===== src/rtl/wtc_pkg.sv =====
package wtc_pkg;

    typedef enum logic [2:0] {
        AC_CACHED,
        AC_BYPASS,
        AC_FLUSH,
        AC_DIAG_TAG,
        AC_DIAG_DATA
    } acc_class_e;

    typedef enum logic [2:0] {
        ST_IDLE,
        ST_WAIT_EMPTY,
        ST_READ_MEM,
        ST_ANSWER,
        ST_SWEEP
    } ctl_state_e;

    localparam logic [7:0] SPC_FLUSH     = 8'h11;
    localparam logic [7:0] SPC_DIAG_TAG  = 8'h0E;
    localparam logic [7:0] SPC_DIAG_DATA = 8'h0F;

    function automatic acc_class_e classify(input logic [7:0] spc);
        acc_class_e c;
        if (spc[7:2] == 6'b000010)    c = AC_CACHED;
        else if (spc == SPC_FLUSH)     c = AC_FLUSH;
        else if (spc == SPC_DIAG_TAG)  c = AC_DIAG_TAG;
        else if (spc == SPC_DIAG_DATA) c = AC_DIAG_DATA;
        else                           c = AC_BYPASS;
        return c;
    endfunction

endpackage


===== src/rtl/wtc_store_queue.sv =====
module wtc_store_queue #(
    parameter int DEPTH  = 2,
    parameter int ADDR_W = 12,
    parameter int DATA_W = 32
) (
    input  logic              clk,
    input  logic              rst_n,
    input  logic              push,
    input  logic [ADDR_W-1:0] push_addr,
    input  logic [DATA_W-1:0] push_data,
    input  logic              pop,
    output logic              full,
    output logic              empty,
    output logic [ADDR_W-1:0] head_addr,
    output logic [DATA_W-1:0] head_data
);

    localparam int PW = (DEPTH > 1) ? $clog2(DEPTH) : 1;
    localparam int CW = $clog2(DEPTH + 1);

    logic [ADDR_W-1:0] addr_q [DEPTH];
    logic [DATA_W-1:0] data_q [DEPTH];
    logic [PW-1:0]     rd_ptr;
    logic [PW-1:0]     wr_ptr;
    logic [CW-1:0]     count;

    function automatic logic [PW-1:0] bump(input logic [PW-1:0] p);
        return (p == PW'(DEPTH - 1)) ? '0 : p + 1'b1;
    endfunction

    assign full      = (count == CW'(DEPTH));
    assign empty     = (count == '0);
    assign head_addr = addr_q[rd_ptr];
    assign head_data = data_q[rd_ptr];

    always_ff @(posedge clk) begin
        if (push) begin
            addr_q[wr_ptr] <= push_addr;
            data_q[wr_ptr] <= push_data;
        end
    end

    always_ff @(posedge clk) begin
        if (!rst_n) begin
            rd_ptr <= '0;
            wr_ptr <= '0;
            count  <= '0;
        end else begin
            if (push) wr_ptr <= bump(wr_ptr);
            if (pop)  rd_ptr <= bump(rd_ptr);
            unique case ({push, pop})
                2'b10:   count <= count + 1'b1;
                2'b01:   count <= count - 1'b1;
                default: count <= count;
            endcase
        end
    end

    // the controller never pushes into a full queue
    assert_no_overflow_R7: assert property (@(posedge clk) disable iff (!rst_n)
        push |-> !full);

    // a drain acknowledge only arrives for a queued store
    assert_no_underflow_R7: assert property (@(posedge clk) disable iff (!rst_n)
        pop |-> !empty);

endmodule


===== src/rtl/wtc_lines.sv =====
module wtc_lines #(
    parameter int LINES  = 8,
    parameter int TAG_W  = 9,
    parameter int DATA_W = 32
) (
    input  logic                     clk,
    input  logic                     rst_n,
    input  logic [$clog2(LINES)-1:0] idx,
    output logic                     rd_vld,
    output logic [TAG_W-1:0]         rd_tag,
    output logic [DATA_W-1:0]        rd_data,
    input  logic                     tag_we,
    input  logic                     wr_vld,
    input  logic [TAG_W-1:0]         wr_tag,
    input  logic                     data_we,
    input  logic [DATA_W-1:0]        wr_data,
    input  logic                     clr_en,
    input  logic [$clog2(LINES)-1:0] clr_idx
);

    logic [LINES-1:0]  vld;
    logic [TAG_W-1:0]  tag_q  [LINES];
    logic [DATA_W-1:0] data_q [LINES];

    assign rd_vld  = vld[idx];
    assign rd_tag  = tag_q[idx];
    assign rd_data = data_q[idx];

    always_ff @(posedge clk) begin
        if (!rst_n) begin
            vld <= '0;
        end else if (clr_en) begin
            vld[clr_idx] <= 1'b0;
        end else if (tag_we) begin
            vld[idx] <= wr_vld;
        end
    end

    always_ff @(posedge clk) begin
        if (tag_we)  tag_q[idx]  <= wr_tag;
        if (data_we) data_q[idx] <= wr_data;
    end

    // a swept line reads back invalid on the following cycle
    assert_sweep_clears_R8: assert property (@(posedge clk) disable iff (!rst_n)
        clr_en |=> !vld[$past(clr_idx)]);

endmodule


===== src/rtl/wt_dcache.sv =====
module wt_dcache
    import wtc_pkg::*;
#(
    parameter int ADDR_W   = 12,
    parameter int DATA_W   = 32,
    parameter int LINES    = 8,
    parameter int WB_DEPTH = 2
) (
    input  logic              clk,
    input  logic              rst_n,
    input  logic              req_valid,
    input  logic              req_write,
    input  logic [7:0]        req_asi,
    input  logic [ADDR_W-1:0] req_addr,
    input  logic [DATA_W-1:0] req_wdata,
    output logic              req_ready,
    output logic [DATA_W-1:0] rsp_rdata,
    output logic              mem_req,
    output logic              mem_we,
    output logic [ADDR_W-1:0] mem_addr,
    output logic [DATA_W-1:0] mem_wdata,
    input  logic              mem_ack,
    input  logic [DATA_W-1:0] mem_rdata
);

    localparam int IW    = $clog2(LINES);
    localparam int TAG_W = ADDR_W - IW;

    ctl_state_e        state, state_nx;
    acc_class_e        cls;
    logic [IW-1:0]     idx;
    logic [TAG_W-1:0]  req_tag;
    logic [IW-1:0]     sweep_cnt;
    logic [DATA_W-1:0] answer_q;

    logic              rd_vld;
    logic [TAG_W-1:0]  rd_tag;
    logic [DATA_W-1:0] rd_data;
    logic              hit;
    logic [DATA_W-1:0] diag_word;

    logic              tag_we, wr_vld, data_we, clr_en;
    logic [TAG_W-1:0]  wr_tag;
    logic [DATA_W-1:0] wr_data;

    logic              q_push, q_pop, q_full, q_empty;
    logic [ADDR_W-1:0] q_head_addr;
    logic [DATA_W-1:0] q_head_data;
    logic              fetch_req;

    assign cls     = classify(req_asi);
    assign idx     = req_addr[IW-1:0];
    assign req_tag = req_addr[ADDR_W-1:IW];
    assign hit     = rd_vld && (rd_tag == req_tag);

    always_comb begin
        diag_word              = '0;
        diag_word[TAG_W-1:0]   = rd_tag;
        diag_word[DATA_W-1]    = rd_vld;
    end

    wtc_lines #(.LINES(LINES), .TAG_W(TAG_W), .DATA_W(DATA_W)) u_lines (
        .clk     (clk),
        .rst_n   (rst_n),
        .idx     (idx),
        .rd_vld  (rd_vld),
        .rd_tag  (rd_tag),
        .rd_data (rd_data),
        .tag_we  (tag_we),
        .wr_vld  (wr_vld),
        .wr_tag  (wr_tag),
        .data_we (data_we),
        .wr_data (wr_data),
        .clr_en  (clr_en),
        .clr_idx (sweep_cnt)
    );

    wtc_store_queue #(.DEPTH(WB_DEPTH), .ADDR_W(ADDR_W), .DATA_W(DATA_W)) u_queue (
        .clk       (clk),
        .rst_n     (rst_n),
        .push      (q_push),
        .push_addr (req_addr),
        .push_data (req_wdata),
        .pop       (q_pop),
        .full      (q_full),
        .empty     (q_empty),
        .head_addr (q_head_addr),
        .head_data (q_head_data)
    );

    // Memory port: the read of a miss owns it; otherwise the queue drains
    assign mem_req   = fetch_req || !q_empty;
    assign mem_we    = !fetch_req;
    assign mem_addr  = fetch_req ? req_addr : q_head_addr;
    assign mem_wdata = q_head_data;
    assign q_pop     = mem_ack && !fetch_req;

    // State register
    always_ff @(posedge clk) begin
        if (!rst_n) begin
            state     <= ST_IDLE;
            sweep_cnt <= '0;
            answer_q  <= '0;
        end else begin
            state <= state_nx;
            if (state == ST_SWEEP) sweep_cnt <= sweep_cnt + 1'b1;
            else                   sweep_cnt <= '0;
            if (state == ST_READ_MEM && mem_ack)
                answer_q <= mem_rdata;
            else if (state == ST_IDLE && req_valid && cls == AC_FLUSH)
                answer_q <= '0;
        end
    end

    // Next state and outputs
    always_comb begin
        state_nx  = state;
        req_ready = 1'b0;
        rsp_rdata = answer_q;
        q_push    = 1'b0;
        tag_we    = 1'b0;
        wr_vld    = 1'b0;
        wr_tag    = req_tag;
        data_we   = 1'b0;
        wr_data   = req_wdata;
        clr_en    = 1'b0;
        fetch_req = 1'b0;
        unique case (state)
            ST_IDLE: begin
                if (req_valid) begin
                    unique case (cls)
                        AC_CACHED, AC_BYPASS: begin
                            if (req_write) begin
                                if (!q_full) begin
                                    req_ready = 1'b1;
                                    q_push    = 1'b1;
                                    data_we   = hit;
                                end
                            end else if (cls == AC_CACHED && hit) begin
                                req_ready = 1'b1;
                                rsp_rdata = rd_data;
                            end else begin
                                state_nx = ST_WAIT_EMPTY;
                            end
                        end
                        AC_FLUSH: state_nx = ST_SWEEP;
                        AC_DIAG_TAG: begin
                            req_ready = 1'b1;
                            rsp_rdata = diag_word;
                            tag_we    = req_write;
                            wr_vld    = req_wdata[DATA_W-1];
                            wr_tag    = req_wdata[TAG_W-1:0];
                        end
                        AC_DIAG_DATA: begin
                            req_ready = 1'b1;
                            rsp_rdata = rd_data;
                            data_we   = req_write;
                        end
                        default: state_nx = ST_IDLE;
                    endcase
                end
            end
            ST_WAIT_EMPTY: begin
                if (q_empty) state_nx = ST_READ_MEM;
            end
            ST_READ_MEM: begin
                fetch_req = 1'b1;
                if (mem_ack) begin
                    state_nx = ST_ANSWER;
                    if (cls == AC_CACHED) begin
                        tag_we  = 1'b1;
                        wr_vld  = 1'b1;
                        data_we = 1'b1;
                        wr_data = mem_rdata;
                    end
                end
            end
            ST_ANSWER: begin
                req_ready = 1'b1;
                state_nx  = ST_IDLE;
            end
            ST_SWEEP: begin
                clr_en = 1'b1;
                if (sweep_cnt == IW'(LINES - 1)) state_nx = ST_ANSWER;
            end
            default: state_nx = ST_IDLE;
        endcase
    end

    // a memory read only leaves the block once every queued store is written
    assert_read_after_drain_R3: assert property (@(posedge clk) disable iff (!rst_n)
        (mem_req && !mem_we) |-> q_empty);

    // the answer cycle lasts one cycle and returns to IDLE
    assert_answer_once_R3: assert property (@(posedge clk) disable iff (!rst_n)
        (state == ST_ANSWER) |=> (state == ST_IDLE));

    // a miss never completes while its memory read is outstanding
    assert_no_early_ready_R3: assert property (@(posedge clk) disable iff (!rst_n)
        (state == ST_READ_MEM) |-> !req_ready);

    // a hitting cached load in IDLE completes without stalling
    assert_hit_no_stall_R1: assert property (@(posedge clk) disable iff (!rst_n)
        (state == ST_IDLE && req_valid && !req_write && cls == AC_CACHED && hit)
        |=> (state == ST_IDLE));

    // the memory request and its fields hold until acknowledged
    assert_mem_hold_R7: assert property (@(posedge clk) disable iff (!rst_n)
        (mem_req && !mem_ack) |=> (mem_req && $stable(mem_addr) && $stable(mem_we)));

endmodule


===== config.mk =====
export PLATFORM = sky130hd
export DESIGN_NAME = wt_dcache
export DESIGN_NICKNAME = d
export VERILOG_FILES = /design/src/rtl/wtc_pkg.sv /design/src/rtl/wtc_store_queue.sv /design/src/rtl/wtc_lines.sv /design/src/rtl/wt_dcache.sv
export SDC_FILE = /design/constraint.sdc
export NUM_CORES = 1
export LEC_CHECK = 0
export BUFFER_PORTS_ARGS = -buffer_cell sky130_fd_sc_hd__buf_4
export CAP_MARGIN = 5
export CELL_PAD_IN_SITES_DETAIL_PLACEMENT = 2
export CELL_PAD_IN_SITES_GLOBAL_PLACEMENT = 2
export CORE_ASPECT_RATIO = 2
export CORE_MARGIN = 2
export CORE_UTILIZATION = 45
export CTS_BUF_LIST = sky130_fd_sc_hd__clkbuf_2
export CTS_CLUSTER_SIZE = 40
export DETAILED_ROUTE_END_ITERATION = 8
export GPL_TIMING_DRIVEN = 0
export PLACE_DENSITY_LB_ADDON = 0.1
export SETUP_SLACK_MARGIN = 0.02
export SLEW_MARGIN = 20
export SYNTH_ARGS = -nofsm -noshare
export SYNTH_HDL_FRONTEND = slang
export SYNTH_SLANG_ARGS = --single-unit

===== constraint.sdc =====
create_clock -name clk -period 4.7 [get_ports clk]
set_input_delay 0.47 -clock clk [delete_from_list [all_inputs] [get_ports clk]]
set_output_delay 0.47 -clock clk [all_outputs]
set_load 0.01 [all_outputs]

==> results.md <==
- HP Class: in -> reg
- Sequential fraction of the synthesis area: 0.733
- Gr ovfl total: 0
- Yosys warning count: 0
- Core region area: 40300 sq um
- Worst-path fanout max: 10
- Synthesized flop and latch total: 467
- Chain of cells forming the critical path: buf_4, buf_2, buf_2, buf_2, nand2_1, clkbuf_1, clkbuf_1, o221ai_1, nor3_1, a22o_1, buf_4
- Initial core utilization: 0.457
- GPL Wtd Cong: 0.868
- Final WS setup: -0.00351 ns
- TritonCTS clock tree: yes
- Worst setup path category: in -> out
- Chip width: 147 microns
- Die height: 290 microns
- CP most frequent cell: buf_2
- Total CTS buffers: 98
- HPWL after detailed placement: 47400 microns
- Crit. End Element: primary output
- Rel. slew slack: 0.250
- DIE AREA: 42700 sq um
- Avg Cell Area, Syn: 15.7 sq um
- WL/cell: 34.7 microns
- Finished Cell Area: 22700 sq um
- Largest net degree at the start of global routing: 24
- Initial DRC count: 1021
- Vias in the first global route: 15169
- Slowest stage delay, CP: 0.79 ns
- Maximum vdd drop: 0.000283 V
- Max Cap Viol: 0
- Final worst-path cycle share: 1.00
- Synth area leader: edfxtp_1
- Initial antenna violation count: 2
- Clock sink count: 467
- Synth cell types: 57
- Syn Nets: 1264
- Post-Syn Area: 18400 sq um
- Setup WS pre-CTS: -0.861 ns
- Clock Pin Slew Worst Setup and Hold Paths: 0.14 ns
- CP delay by family, top: buffers and inverters
- Fmax achieved: 213 MHz
- Worst-Margin Slew: 1.12 ns
- Setup violations, final: 1
- Final count of hold timing violations: 0
- Cell Rows: 104
- Total GRT Usage: 0.351
- WP data required: 4.23 ns
- Leak pwr: 7.90 nW
- Share of Yosys cell area claimed by the top area cell type: 0.678
- Min Tclk post-route: 4.70 ns
- Syn Inst Count: 1172
- Worst path bufs/invs: 7
- Worst path slowest cell: clkbuf_1
- Root Buffer Master: clkbuf_2
- Placed Instance Area: 20800 sq um
- Drt pass-1 iters: 5
- Area Growth Syn to Fin: 22.9%
- Ys flop type: edfxtp_1
- Layout cells sized above 1: 0.308
- Final Net Count: 1633
- First-pass GRT wire length: 106000 microns
- Via Count: 13346
- Clk_lat worst skew: 1.17 ns
- Crit path arrival time: 4.23 ns
- Antenna-violating nets left: 0
- Synth area leaders: edfxtp_1 (68%), dfxtp_1 (5.5%), mux2_2 (4.8%), o22ai_1 (2.5%), mux2i_1 (2.1%)
- Num ports: 168
- Clock skew after layout: 0.116 ns
- Htree depth: 3
- IO Port Bufs: 167
- DRT Wirelength: 74600 microns
- Startpoint type of the worst setup path: input pin
- Outcome: complete, but fails checks
- Max Buffers Root-to-Sink: 3
- Post-synth EDFFs: 416
- Pwr dens: 396 nW/um^2
- FFs w/ async S/R, synth: 0
- Failing checks: setup timing
- Drt drc: 0
- Fin. max-slew vios: 0
- Post-DR vias/cell: 6.20
-- worst register-to-register path: cells and delay by family (launching register included) --
kind / cells / cell delay [ns]
DFF: 1 / 0.39
AOI/OAI and AO/OA: 3 / 1.07
buffers and inverters: 1 / 0.27
xor gates and xnor gates: 1 / 0.21
and+or+nand+nor: 3 / 1.69
muxes: 1 / 0.27
-- cell usage after synthesis, types with 24 or more instances --
library cell,instances
a22oi_1,39
clkbuf_1,40
dfxtp_1,51
edfxtp_1,416
mux2_2,78
mux2i_1,38
nand2_1,40
nor2_1,76
nor3_1,33
o21ai_0,26
o221ai_1,30
o22a_1,24
o22ai_1,75
-- timing repair --
| action | in CTS | in global routing |
|---|---|---|
| hold endpoints to repair | 457 | 0 |
| gates resized for setup | 18 | 15 |
| hold buffers | 86 | 0 |
| setup buffers | 1 | 0 |
| pin swaps | 1 | 2 |
| endpoints found under the setup margin | 31 | 32 |
-- layout by cell type, fill, tap and decap left out, types with 10 or more instances in the layout --
cell	netlist	routed
edfxtp_1	416	416
buf_4	3	171
clkbuf_2	0	153
dlygate4sd3_1	0	86
mux2_2	78	78
o22ai_1	75	75
nor2_1	76	58
dfxtp_1	51	51
nand2_1	40	40
a22oi_1	39	39
mux2i_1	38	36
nor3_1	33	33
o221ai_1	30	30
clkbuf_1	40	29
o21ai_0	26	26
o22a_1	24	24
a22o_1	22	22
clkinv_1	0	21
buf_2	22	20
a21oi_1	19	19
clkinv_2	0	11
nand3_1	10	10
or3_1	10	10
-- area by class of cell --
| type | count | area (sq um) |
|---|---|---|
| fillers | 3698 | 17700 |
| flip-flops and latches | 467 | 13500 |
| multi-input cells | 623 | 4700 |
| repair buffers | 269 | 2450 |
| clock buffers | 140 | 701 |
| well taps | 530 | 663 |
| plain buffers | 74 | 370 |
| clock inverters | 38 | 218 |
| inverters | 8 | 30.0 |
| diodes | 2 | 5.00 |
-- per-stage QoR --
| stage | setup TNS (ns) | std cells | power (mW) | utilization | hold slack, ns |
|---|---|---|---|---|---|
| final | -0.00351 | 2151 | 8.97 | 0.562 | 0.0556 |
| after global routing | -0.00719 | 2151 | 9.24 | 0.562 | 0.0712 |
| after CTS | 0 | 2149 | 8.84 | 0.561 | 0.0151 |
| after detailed placement | -155.19 | 1884 | 6.24 | 0.515 | 0.480 |
| after global placement | -753.02 | 1869 | 6.15 | 0.504 | 0.469 |
| after floorplan | 0 | 1172 | 5.50 | - | 0.452 |
-- cells by family (layout without fill, tap and decap cells) --
family          after synthesis  count (layout)  share of synthesized area
compound gates              271             271                      0.106
xor+xnor                     13              13                    0.00618
fa+ha+maj                     3               3                    0.00204
buf+inv                      82             529                     0.0192
flops                       467             467                      0.733
mux                         124             124                     0.0781
other cells                   0               2                          0
simple gates                212             212                     0.0551
-- final timing paths --
| kind | cells past startpoint | end | start | slack [ns] |
|---|---|---|---|---|
| min | 2 | u_queue.data_q[1][19] | req_wdata[19] | 0.06 |
| max | 11 | rsp_rdata[28] | req_addr[0] | -0.004 |
| min reg2reg | 2 | u_lines.vld[5] | u_lines.vld[5] | 0.51 |
| max reg2reg | 9 | u_lines.data_q[0][2] | u_lines.tag_q[6][6] | 0.51 |
-- power breakdown --
group | switching [mW] | leakage (nW) | internal, mW | total [mW]
logic | 0.920 | 3.04 | 0.622 | 1.54
registers | 0.0714 | 4.16 | 4.66 | 4.73
clock network | 1.77 | 0.698 | 0.923 | 2.69
total | 2.76 | 7.90 | 6.21 | 8.97
-- routing by layer --
layer | routed length, microns | up-vias | global-route usage
met1 | 24900 | 6912 | 0.359
met2 | 40600 | 698 | 0.649
met4 | 5340 | 0 | 0.225
li1 | - | 5478 | -
met5 | 0 | - | 0
met3 | 3770 | 258 | 0.0597
-- state kept, by name, indices dropped and copies added (netlist names), 3 cells and up, named ones only --
signal	flops
u_queue.addr_q	24
u_lines.tag_q	72
u_lines.vld	8
sweep_cnt	3
answer_q	32
u_queue.data_q	64
state	3
u_lines.data_q	256
Power figures use the tool's default switching activity.
